$ cat src/rtl/cfg_cmd_pkg.sv
package cfg_cmd_pkg;

  // Command word layout; positions are decoded by the host, so they are fixed.
  localparam int CMD_W   = 13;
  localparam int B_NULL  = 12;
  localparam int B_SRC   = 11;
  localparam int B_GRP   = 10;
  localparam int B_SUB   = 9;
  localparam int B_RSV   = 8;
  localparam int B_ZERO  = 7;
  localparam int B_COIL  = 6;
  localparam int B_EMU   = 5;
  localparam int B_CCTR  = 4;
  localparam int B_CARM  = 3;
  localparam int B_CSLOW = 2;
  localparam int B_PWR   = 0;
  localparam int SEL_W   = 3;

  typedef enum logic [1:0] {
    SRC_STATUS = 2'd0,
    SRC_ACCUM  = 2'd1,
    SRC_POS    = 2'd2,
    SRC_STEP   = 2'd3
  } rbSrc_e;

  // Strobes from control to datapath.
  typedef struct packed {
    logic loadCfg;
    logic loadSel;
    logic setErr;
    logic clrErr;
  } ctrlStrb_t;

  typedef struct packed {
    logic zeroIsCw;
    logic coilSixty;
    logic emuOff;
    logic calCenter;
    logic calArm;
    logic calSlow;
    logic powerOn;
  } cfgBits_t;

  // Hierarchical selector: top bit picks status vs data, then group, then sub.
  function automatic rbSrc_e decodeSel(input logic [SEL_W-1:0] code);
    if (!code[2])      return SRC_STATUS;
    else if (!code[1]) return SRC_ACCUM;
    else if (!code[0]) return SRC_POS;
    else               return SRC_STEP;
  endfunction

endpackage

$ cat src/rtl/cfg_cmd_ctrl.sv
module cfg_cmd_ctrl
  import cfg_cmd_pkg::*;
#(
  parameter int ADDR_W   = 3,
  parameter int CFG_ADDR = 0
) (
  input  logic              frameDone,
  input  logic [ADDR_W-1:0] frameAddr,
  input  logic              nullBit,
  input  logic              rsvBit,
  output ctrlStrb_t         strb
);

  localparam logic [ADDR_W-1:0] MY_ADDR = ADDR_W'(CFG_ADDR);

  logic hitAddr;
  logic isNull;
  logic isBad;
  logic isGood;

  always_comb begin
    hitAddr = frameDone && (frameAddr == MY_ADDR);
    // Null takes precedence: every lower bit, reserved included, is ignored.
    isNull  = hitAddr && nullBit;
    isBad   = hitAddr && !nullBit && rsvBit;
    isGood  = hitAddr && !nullBit && !rsvBit;

    strb.loadCfg = isGood;
    strb.loadSel = isGood;
    strb.setErr  = isBad;
    strb.clrErr  = isGood || isNull;
  end

endmodule

$ cat src/rtl/cfg_cmd_dpath.sv
module cfg_cmd_dpath
  import cfg_cmd_pkg::*;
#(
  parameter int WORD_W = 16
) (
  input  logic              clk,
  input  logic              rstN,
  input  ctrlStrb_t         strb,
  input  cfgBits_t          cfgNext,
  input  logic [SEL_W-1:0]  selNext,
  input  logic              csFall,
  input  logic [WORD_W-2:0] statusIn,
  input  logic [WORD_W-2:0] accIn,
  input  logic              rtzFlag,
  input  logic [WORD_W-1:0] posIn,
  input  logic [WORD_W-1:0] stepIn,
  output cfgBits_t          cfgQ,
  output logic [WORD_W-1:0] rbWord
);

  logic [SEL_W-1:0]  selQ;
  logic              errQ;
  rbSrc_e            srcNow;
  logic [WORD_W-1:0] statusWord;
  logic [WORD_W-1:0] accWord;
  logic [WORD_W-1:0] pickWord;

  always_ff @(posedge clk or negedge rstN) begin
    if (!rstN) begin
      cfgQ <= '0;
      selQ <= '0;
    end else begin
      if (strb.loadCfg) cfgQ <= cfgNext;
      if (strb.loadSel) selQ <= selNext;
    end
  end

  always_ff @(posedge clk or negedge rstN) begin
    if (!rstN)            errQ <= 1'b0;
    else if (strb.setErr) errQ <= 1'b1;
    else if (strb.clrErr) errQ <= 1'b0;
  end

  always_comb begin
    srcNow     = decodeSel(selQ);
    statusWord = {errQ, statusIn};
    accWord    = {rtzFlag, accIn};
    unique case (srcNow)
      SRC_STATUS: pickWord = statusWord;
      SRC_ACCUM:  pickWord = accWord;
      SRC_POS:    pickWord = posIn;
      SRC_STEP:   pickWord = stepIn;
      default:    pickWord = statusWord;
    endcase
  end

  // Snapshot on chip-select fall; held for the whole transfer.
  always_ff @(posedge clk or negedge rstN) begin
    if (!rstN)       rbWord <= '0;
    else if (csFall) rbWord <= pickWord;
  end

endmodule

$ cat src/rtl/cfg_cmd_decoder.sv
module cfg_cmd_decoder
  import cfg_cmd_pkg::*;
#(
  parameter int ADDR_W   = 3,
  parameter int CFG_ADDR = 0,
  parameter int WORD_W   = 16
) (
  input  logic              clk,
  input  logic              rstN,
  input  logic              frameDone,
  input  logic [ADDR_W-1:0] frameAddr,
  input  logic [CMD_W-1:0]  frameData,
  input  logic              csFall,
  input  logic [WORD_W-2:0] statusIn,
  input  logic [WORD_W-2:0] accIn,
  input  logic              rtzFlag,
  input  logic [WORD_W-1:0] posIn,
  input  logic [WORD_W-1:0] stepIn,
  output logic              zeroIsCw,
  output logic              coilSixty,
  output logic              emuOff,
  output logic              calCenter,
  output logic              calArm,
  output logic              calSlow,
  output logic              powerOn,
  output logic [WORD_W-1:0] rbWord
);

  ctrlStrb_t        strb;
  cfgBits_t         cfgNext;
  cfgBits_t         cfgQ;
  logic [SEL_W-1:0] selNext;
  logic             unusedBits;

  assign unusedBits = frameData[1];

  always_comb begin
    cfgNext.zeroIsCw  = frameData[B_ZERO];
    cfgNext.coilSixty = frameData[B_COIL];
    cfgNext.emuOff    = frameData[B_EMU];
    cfgNext.calCenter = frameData[B_CCTR];
    cfgNext.calArm    = frameData[B_CARM];
    cfgNext.calSlow   = frameData[B_CSLOW];
    cfgNext.powerOn   = frameData[B_PWR];
    selNext = {frameData[B_SRC], frameData[B_GRP], frameData[B_SUB]};
  end

  cfg_cmd_ctrl #(.ADDR_W(ADDR_W), .CFG_ADDR(CFG_ADDR)) ctrl_i (
    .frameDone (frameDone),
    .frameAddr (frameAddr),
    .nullBit   (frameData[B_NULL]),
    .rsvBit    (frameData[B_RSV]),
    .strb      (strb)
  );

  cfg_cmd_dpath #(.WORD_W(WORD_W)) dpath_i (
    .clk      (clk),
    .rstN     (rstN),
    .strb     (strb),
    .cfgNext  (cfgNext),
    .selNext  (selNext),
    .csFall   (csFall),
    .statusIn (statusIn),
    .accIn    (accIn),
    .rtzFlag  (rtzFlag),
    .posIn    (posIn),
    .stepIn   (stepIn),
    .cfgQ     (cfgQ),
    .rbWord   (rbWord)
  );

  assign zeroIsCw  = cfgQ.zeroIsCw;
  assign coilSixty = cfgQ.coilSixty;
  assign emuOff    = cfgQ.emuOff;
  assign calCenter = cfgQ.calCenter;
  assign calArm    = cfgQ.calArm;
  assign calSlow   = cfgQ.calSlow;
  assign powerOn   = cfgQ.powerOn;

endmodule

$ cat config.mk
export PLATFORM = sky130hd
export DESIGN_NAME = cfg_cmd_decoder
export DESIGN_NICKNAME = d
export VERILOG_FILES = /design/src/rtl/cfg_cmd_pkg.sv /design/src/rtl/cfg_cmd_ctrl.sv /design/src/rtl/cfg_cmd_dpath.sv /design/src/rtl/cfg_cmd_decoder.sv
export SDC_FILE = /design/constraint.sdc
export NUM_CORES = 1
export LEC_CHECK = 0
export BUFFER_PORTS_ARGS = -buffer_cell sky130_fd_sc_hd__buf_4
export CAP_MARGIN = 20
export CORE_MARGIN = 2
export CORE_UTILIZATION = 35
export CTS_CLUSTER_SIZE = 16
export DETAILED_ROUTE_END_ITERATION = 8
export PLACE_DENSITY_LB_ADDON = 0.08
export REMOVE_ABC_BUFFERS = 1
export SYNTH_ARGS = -nofsm -noshare
export SYNTH_HDL_FRONTEND = slang
export SYNTH_SLANG_ARGS = --single-unit
$ cat constraint.sdc
create_clock -name clk -period 2.23 [get_ports clk]
set_input_delay 0.669 -clock clk [delete_from_list [all_inputs] [get_ports clk]]
set_output_delay 0.669 -clock clk [all_outputs]
set_load 0.05 [all_outputs]
==> out/summary.log, run 1 <==
INFO  drt            dr.first_iter.drc_count=30
INFO  timing         timing.max_slew.rel_slack=50.4%
INFO  final_layout   number_of_diodes=0
INFO  critical_path  critical_path.max_stage_delay=0.52ns
INFO  timing         fin_crit_sh=88.0%
INFO  clocking       cts_max_path_buffers=2
INFO  final_layout   layout.cells.most_common=sky130_fd_sc_hd__buf_4
INFO  pwr            power_report.internal_total=1080uW
INFO  clocking       cts_hold_buf=0
INFO  clocking       clock_sinks=27
INFO  pwr            totalPowerFinal=1810uW
INFO  synthesis      syn_area_per_cell=11.6um^2
INFO  drt            route.final.wire_length=4030um
INFO  clocking       worstSkewPairLatency=0.28ns
INFO  timing         finalHoldWorstSlack=0.292ns
INFO  hold_path      min-delay-path-class=in2async
INFO  synthesis      synth-seq-area-share=48.7%
INFO  critical_path  cp.arrival=2.13ns
INFO  clocking       tritoncts_clock_tree=built
INFO  drt            drt-vias-per-instance=5.05
INFO  critical_path  crit_chain=buf_4 -> or4b_4 -> or3_1 -> buf_4 -> mux2_4
INFO  global_routing globalRouteTotalUtil=17.8%
INFO  critical_path  critical_path.max_fanout=10
INFO  final_layout   drive_gt1_share=63.2%
INFO  final_layout   stdcell_area=0.00225mm^2
INFO  timing         finalClockSkew=0.00521ns
INFO  clocking       cts_repair_resize_count=0
INFO  critical_path  regToRegEndpoint=dpath_i.rbWord[11]
INFO  clocking       clk_pin_slew=0.10ns
INFO  clocking       ctsHtreeMaxLevel=1
INFO  run            maxCapViolations=0
INFO  critical_path  crit_family=simple AND/OR/NAND/NOR gates
INFO  global_routing initial_antenna_violation_count=0
INFO  clocking       cts_setup_buffers=0
INFO  critical_path  critical_path.startpoint_type=input port
INFO  placement      placed_area=0.00220mm^2
INFO  critical_path  timing_worst_setup_path_type=in2reg
INFO  timing         max_freq=510MHz
INFO  outcome        result_of_the_run=complete, no violations
INFO  synthesis      synth_cells=120
INFO  pwr            pwr_density_cell=801mW/mm^2
INFO  critical_path  worst-r2r-cell-count=3
INFO  pwr            comb_power_share=46.8%
INFO  global_routing maximum_number_of_pins_on_one_net_before_global_route_repair=33
INFO  drt            detail_route.first_pass.iterations=4
INFO  floorplanning  start_util=37.1%
INFO  drt            detailroute.via_count=1,354
INFO  timing         finalSetupViolations=0
INFO  critical_path  critPathMostFrequentCell=sky130_fd_sc_hd__buf_4
INFO  timing         rsz0062_at_grt=false
INFO  clocking       ctsRootBufferMaster=sky130_fd_sc_hd__clkbuf_8
INFO  floorplanning  placementRows=22
INFO  synthesis      yosysTopAreaCellShare=48.7%
INFO  floorplanning  fp.coreArea=0.00374mm^2
INFO  critical_path  worstReg2RegStart=dpath_i.selQ[2]
INFO  timing         finalWorstPathRequiredPeriod=1.96ns
INFO  critical_path  critPathRequiredTime=2.40ns
INFO  critical_path  timing.critical_path.buf_inv=2
INFO  critical_path  crit_path_top_delay_cell=sky130_fd_sc_hd__or4b_4
INFO  synthesis      synth.cell_area=0.00139mm^2
INFO  synthesis      syn_warnings=0
INFO  floorplanning  die_y=67.0um
INFO  critical_path  cp-end-kind=flip-flop
INFO  floorplanning  die_area=0.00448mm^2
INFO  synthesis      synthDominantAreaCellType=sky130_fd_sc_hd__dfrtp_1
INFO  clocking       cts_made_buffers=3
INFO  global_routing grt_pass1_vias=1,332
INFO  pwr            switching_power=726uW
INFO  pwr            leakage=0.00109uW
INFO  pwr            p_clk_share=15.9%
INFO  placement      globalplace.congestion=0.666
INFO  global_routing globalRoute.totalOverflow=0
INFO  pwr            swShare=40.2%
INFO  critical_path  ff2ff_setup_slack=0.59ns
INFO  drt            detail_route.drc_violations=0
INFO  floorplanning  die_w=67.0um
INFO  timing         final.setup.worst_slack=0.268ns
INFO  floorplanning  io_pins=106
INFO  final_layout   mostFrequentLayoutCells=sky130_fd_sc_hd__buf_4, sky130_fd_sc_hd__o22ai_1, sky130_fd_sc_hd__dfrtp_1
INFO  pwr            vdd.ir_drop.worst=0.390mV
INFO  final_layout   finish.net_count=304
INFO  drt            detail-route-antenna-nets=0
INFO  timing         report.final.hold_viol_count=0
INFO  placement      place_worst_setup_slack=-0.0257ns
INFO  synthesis      postSynthRegisterBits=27
INFO  synthesis      synth_cell_types=15
INFO  global_routing grt_first_pass_wirelength=6040um
INFO  pwr            share_seq_of_total_power=37.4%
INFO  synthesis      synth.top_cells.by_area=sky130_fd_sc_hd__dfrtp_1, sky130_fd_sc_hd__o22ai_1, sky130_fd_sc_hd__mux2_2
INFO  timing         timing.final.max_slew_violations=0
INFO  placement      dp_hpwl=2990um
INFO  drt            post_drt_wl_per_cell=15.0um
INFO  timing         slew_at_the_pin_with_the_worst_max_slew_slack=0.743ns
INFO  final_layout   syn_to_final_growth=62.3%
INFO  placement      numPortBuffers=104
stage by stage:
step           TNS [ns]  utilization [%]  std cells
2_1_floorplan         0                -        108
3_3_place_gp    -0.0684             58.9        264
3_5_place_dp     -0.216             58.9        264
4_1_cts               0             60.2        268
5_1_grt               0             60.2        268
6_report              0             60.2        268
worst max path at each step:
stage               slack (ns)  cells after the start              end          from
finish                    0.27                      5  dpath_i.cfgQ[5]  frameAddr[1]
global route              0.24                      5  dpath_i.cfgQ[4]  frameAddr[1]
global placement        -0.008                      5  dpath_i.cfgQ[1]  frameAddr[1]
floorplan                 0.01                      3  dpath_i.cfgQ[0]  frameAddr[1]
detailed placement       -0.03                      5  dpath_i.cfgQ[2]  frameAddr[1]
CTS                       0.27                      5  dpath_i.cfgQ[5]  frameAddr[1]
cells in the mapped netlist, drive strengths merged:
master and instances:
o21ai 1, nand2b 2, clkbuf 8, a21oi 16, or3 1, buf 4, nand3 1, or4b 1
dfrtp 27, nand2 1, o22ai 32, mux2 26
state kept, by name (all words and copies together), names as in the netlist:
name,count
dpath_i.cfgQ,7
dpath_i.errQ,1
dpath_i.selQ,3
dpath_i.rbWord,16
worst register-to-register path, cell delays in order (launching register included):
cell and delay [ns]:
sky130_fd_sc_hd__dfrtp_1 0.58, sky130_fd_sc_hd__nand3_1 0.57, sky130_fd_sc_hd__o22ai_1 0.31, sky130_fd_sc_hd__a21oi_1 0.06
cells by family (layout without fill, tap and decap cells):
logic type      Yosys count  count (layout)  share of synthesized area, %
compound gates           49              49                          20.6
buf+inv                  12             112                          3.97
flops                    27              27                          48.7
mux                      26              26                          23.8
simple gates              6               6                          2.97
layer usage:
metal  part of all wire (%)  track usage [%]
met1                     41             21.1
met2                     50             32.0
met3                    7.9             4.05
met4                   0.32             5.10
met5                      0                0
area by class of cell:
cell class	instances	area, um^2
Timing Repair Buffer	108	811
Fill cell	346	1490
Tap cell	48	60.1
Clock inverter	1	7.51
Sequential cell	27	676
Clock buffer	3	41.3
Multi-Input combinational cell	81	657
power groups by stage:
stage / Combinational, uW / Sequential (uW) / Clock [uW]
6_report: 844 / 674 / 287
5_1_grt: 892 / 691 / 314
4_1_cts: 851 / 676 / 295
3_5_place_dp: 852 / 684 / 0
3_3_place_gp: 841 / 679 / 0
2_1_floorplan: 222 / 974 / 0
No activity file was read; power rests on OpenSTA's default activity.
==> run 2, diff against run 1 <==
- PLACE_DENSITY_LB_ADDON: 0.08 -> 0.2
==> run 2 against run 1 <==
Net effect: sequential power fell by 0.6%; wire length rose by 3.5%; worst setup slack got worse by 0.016 ns; final cell count did not move; global-route usage rose by 1.3 points; power fell by 0.81%; sequential cell count did not move; hold slack improved by 0.0077 ns; first-iteration DRC count rose by 20%; non-clock buffer count did not move; final area fell by 0.17%; die area did not move; largest cell class unchanged.
==> out/summary.log, run 2 (synthesized netlist as in run 1, its figures left out) <==
INFO  outcome        result_of_the_run=complete, no violations
INFO  drt            detail_route.drc_violations=0 [unchanged]
INFO  clocking       cts_repair_resize_count=0 [unchanged]
INFO  clocking       tritoncts_clock_tree=built
INFO  critical_path  critical_path.max_fanout=10 [unchanged]
INFO  clocking       clock_sinks=27 [unchanged]
INFO  final_layout   fillerInstances=320 [-7.5%]
INFO  critical_path  ff2ff_setup_slack=0.61ns [+0.02 ns]
INFO  final_layout   stdcell_area=0.00225mm^2 [-0.17%]
INFO  critical_path  critical_path.startpoint=frameAddr[1]
INFO  clocking       cts_max_path_buffers=2 [unchanged]
INFO  floorplanning  fp.coreArea=0.00374mm^2 [unchanged]
INFO  timing         finalClockSkew=0.00488ns [-0.000330 ns]
INFO  timing         fin_crit_sh=88.7% [+0.72 points]
INFO  critical_path  crit_path_top_delay_cell=sky130_fd_sc_hd__or4b_4
INFO  final_layout   largest_register_ff_count=16 [unchanged]
INFO  timing         rsz0062_at_grt=false
INFO  floorplanning  io_pins=106 [unchanged]
INFO  critical_path  regToRegEndpoint=dpath_i.rbWord[6]
INFO  clocking       ctsHtreeMaxLevel=1 [unchanged]
INFO  final_layout   drive_gt1_share=62.7% [-0.45 points]
INFO  critical_path  crit_chain=buf_4 -> or4b_4 -> or3_1 -> buf_4 -> mux2_4
INFO  final_layout   mostFrequentLayoutCells=sky130_fd_sc_hd__buf_4, sky130_fd_sc_hd__o22ai_1, sky130_fd_sc_hd__dfrtp_1
INFO  placement      placed_area=0.00220mm^2 [unchanged]
INFO  clocking       ctsRootBufferMaster=sky130_fd_sc_hd__clkbuf_8
INFO  clocking       worstSkewPairLatency=0.27ns [about the same]
INFO  drt            detail_route.first_pass.iterations=4 [unchanged]
INFO  global_routing grt_first_pass_wirelength=6510um [+7.6%]
INFO  timing         finalWorstPathRequiredPeriod=1.98ns [+0.0161 ns]
INFO  final_layout   finish.net_count=304 [unchanged]
INFO  timing         report.final.hold_viol_count=0 [unchanged]
INFO  final_layout   ff_latch_area=676um^2 [unchanged]
INFO  timing         slew_at_the_pin_with_the_worst_max_slew_slack=0.799ns [+0.0551 ns]
INFO  drt            post_drt_wl_per_cell=15.6um [+3.5%]
INFO  global_routing globalRoute.totalOverflow=0 [unchanged]
INFO  final_layout   multi_input_area=657um^2 [unchanged]
INFO  global_routing initial_antenna_violation_count=0 [unchanged]
INFO  critical_path  critical_path.startpoint_type=input port
INFO  final_layout   largest_registers=dpath_i.rbWord: 16 flops, dpath_i.cfgQ: 7 flops, dpath_i.selQ: 3 flops
INFO  drt            dr.first_iter.drc_count=36 [+20%]
INFO  clocking       cts_setup_buffers=0 [unchanged]
INFO  placement      numPortBuffers=104 [unchanged]
INFO  hold_path      min-delay-path-class=in2async
INFO  floorplanning  start_util=37.1% [unchanged]
INFO  critical_path  worstReg2RegStart=dpath_i.selQ[0]
INFO  critical_path  cp.arrival=2.13ns [about the same]
INFO  final_layout   max_flop_register=dpath_i.rbWord
INFO  drt            drt-vias-per-instance=5.24 [+3.7%]
INFO  critical_path  critPathRequiredTime=2.38ns [-0.02 ns]
INFO  drt            detail-route-antenna-nets=0 [unchanged]
INFO  floorplanning  placementRows=22 [unchanged]
INFO  pwr            pwr_density_cell=796mW/mm^2 [-0.64%]
INFO  global_routing globalRouteTotalUtil=19.2% [+1.3 points]
INFO  final_layout   number_of_diodes=0 [unchanged]
INFO  global_routing grt_pass1_vias=1,480 [+11%]
INFO  clocking       cts_made_buffers=3 [unchanged]
INFO  floorplanning  die_w=67.0um [unchanged]
INFO  global_routing maximum_number_of_pins_on_one_net_before_global_route_repair=33 [unchanged]
INFO  run            maxCapViolations=0 [unchanged]
INFO  timing         max_freq=505MHz [-0.82%]
INFO  critical_path  timing.critical_path.to=dpath_i.cfgQ[1]
INFO  timing         finalSetupViolations=0 [unchanged]
INFO  drt            route.final.wire_length=4170um [+3.5%]
INFO  final_layout   syn_to_final_growth=62.0%
INFO  floorplanning  die_y=67.0um [unchanged]
INFO  floorplanning  die_area=0.00448mm^2 [unchanged]
INFO  placement      place_worst_setup_slack=-0.0454ns [-0.0197 ns]
INFO  critical_path  critPathMostFrequentCell=sky130_fd_sc_hd__buf_4
INFO  clocking       clk_pin_slew=0.09ns [about the same]
INFO  pwr            totalPowerFinal=1790uW [-0.81%]
INFO  timing         timing.max_slew.rel_slack=46.8% [-3.7 points]
INFO  timing         fin_setup_tns=0ns [unchanged]
INFO  pwr            leakage=0.00109uW [about the same]
INFO  placement      globalplace.congestion=0.706 [+6.0%]
INFO  pwr            vdd.ir_drop.worst=0.401mV [+2.9%]
INFO  placement      dp_hpwl=3150um [+5.2%]
INFO  timing         timing.final.max_slew_violations=0 [unchanged]
INFO  clocking       cts_hold_buf=0 [unchanged]
INFO  final_layout   layout.cells.most_common=sky130_fd_sc_hd__buf_4
INFO  critical_path  timing_worst_setup_path_type=in2reg
INFO  critical_path  worst-r2r-cell-count=3 [unchanged]
INFO  critical_path  critical_path.max_stage_delay=0.52ns [about the same]
INFO  timing         final.setup.worst_slack=0.252ns [-0.0161 ns]
INFO  drt            detailroute.via_count=1,404 [+3.7%]
INFO  critical_path  cp-end-kind=flip-flop
run 2: metal layers:
metal	vias to the layer above	track usage (%)	routed length [um]
met4	0	6.63	62
met5	-	0	0
li1	666	-	-
met3	6	5.07	517
met2	82	35.3	2030
met1	650	21.0	1560
run 2: worst min path at each step:
stage                            start            endpoint  slack [ns]  cells past startpoint
after floorplan                   rstN     dpath_i.cfgQ[0]        0.37                      0
after global placement    dpath_i.errQ        dpath_i.errQ        0.47                      2
after detailed placement  dpath_i.errQ        dpath_i.errQ        0.48                      2
after CTS                         rstN  dpath_i.rbWord[12]        0.30                      1
after global routing              rstN   dpath_i.rbWord[3]        0.32                      1
final                             rstN  dpath_i.rbWord[12]        0.30                      1
run 2: where the power goes:
| group | total (uW) | switching (uW) | internal (uW) |
|---|---|---|---|
| registers | 670 | 83.5 | 587 |
| logic | 854 | 488 | 366 |
| clock network | 266 | 138 | 128 |
| total | 1790 | 710 | 1080 |
run 2: cell type report:
| cell class | instances | area share (%) |
|---|---|---|
| Clock buffer | 4 | 2.00 |
| Multi-Input combinational cell | 81 | 29.2 |
| Sequential cell | 27 | 30.1 |
| Tap cell | 48 | 2.67 |
| Timing Repair Buffer | 108 | 36.1 |
run 2: worst max-delay path: cells and delay by family:
family	cells	cell delay [ns]
buffers and inverters	2	0.31
AND/OR/NAND/NOR	2	0.84
multiplexers	1	0.31
run 2: stage by stage:
stage                     hold slack [ns]  std cells  utilization (%)
after global routing                0.320        268             60.1
after detailed placement            0.482        264             58.9
after CTS                           0.304        268             60.1
after floorplan                     0.373        108                -
final                               0.300        268             60.1
after global placement              0.469        264             58.9
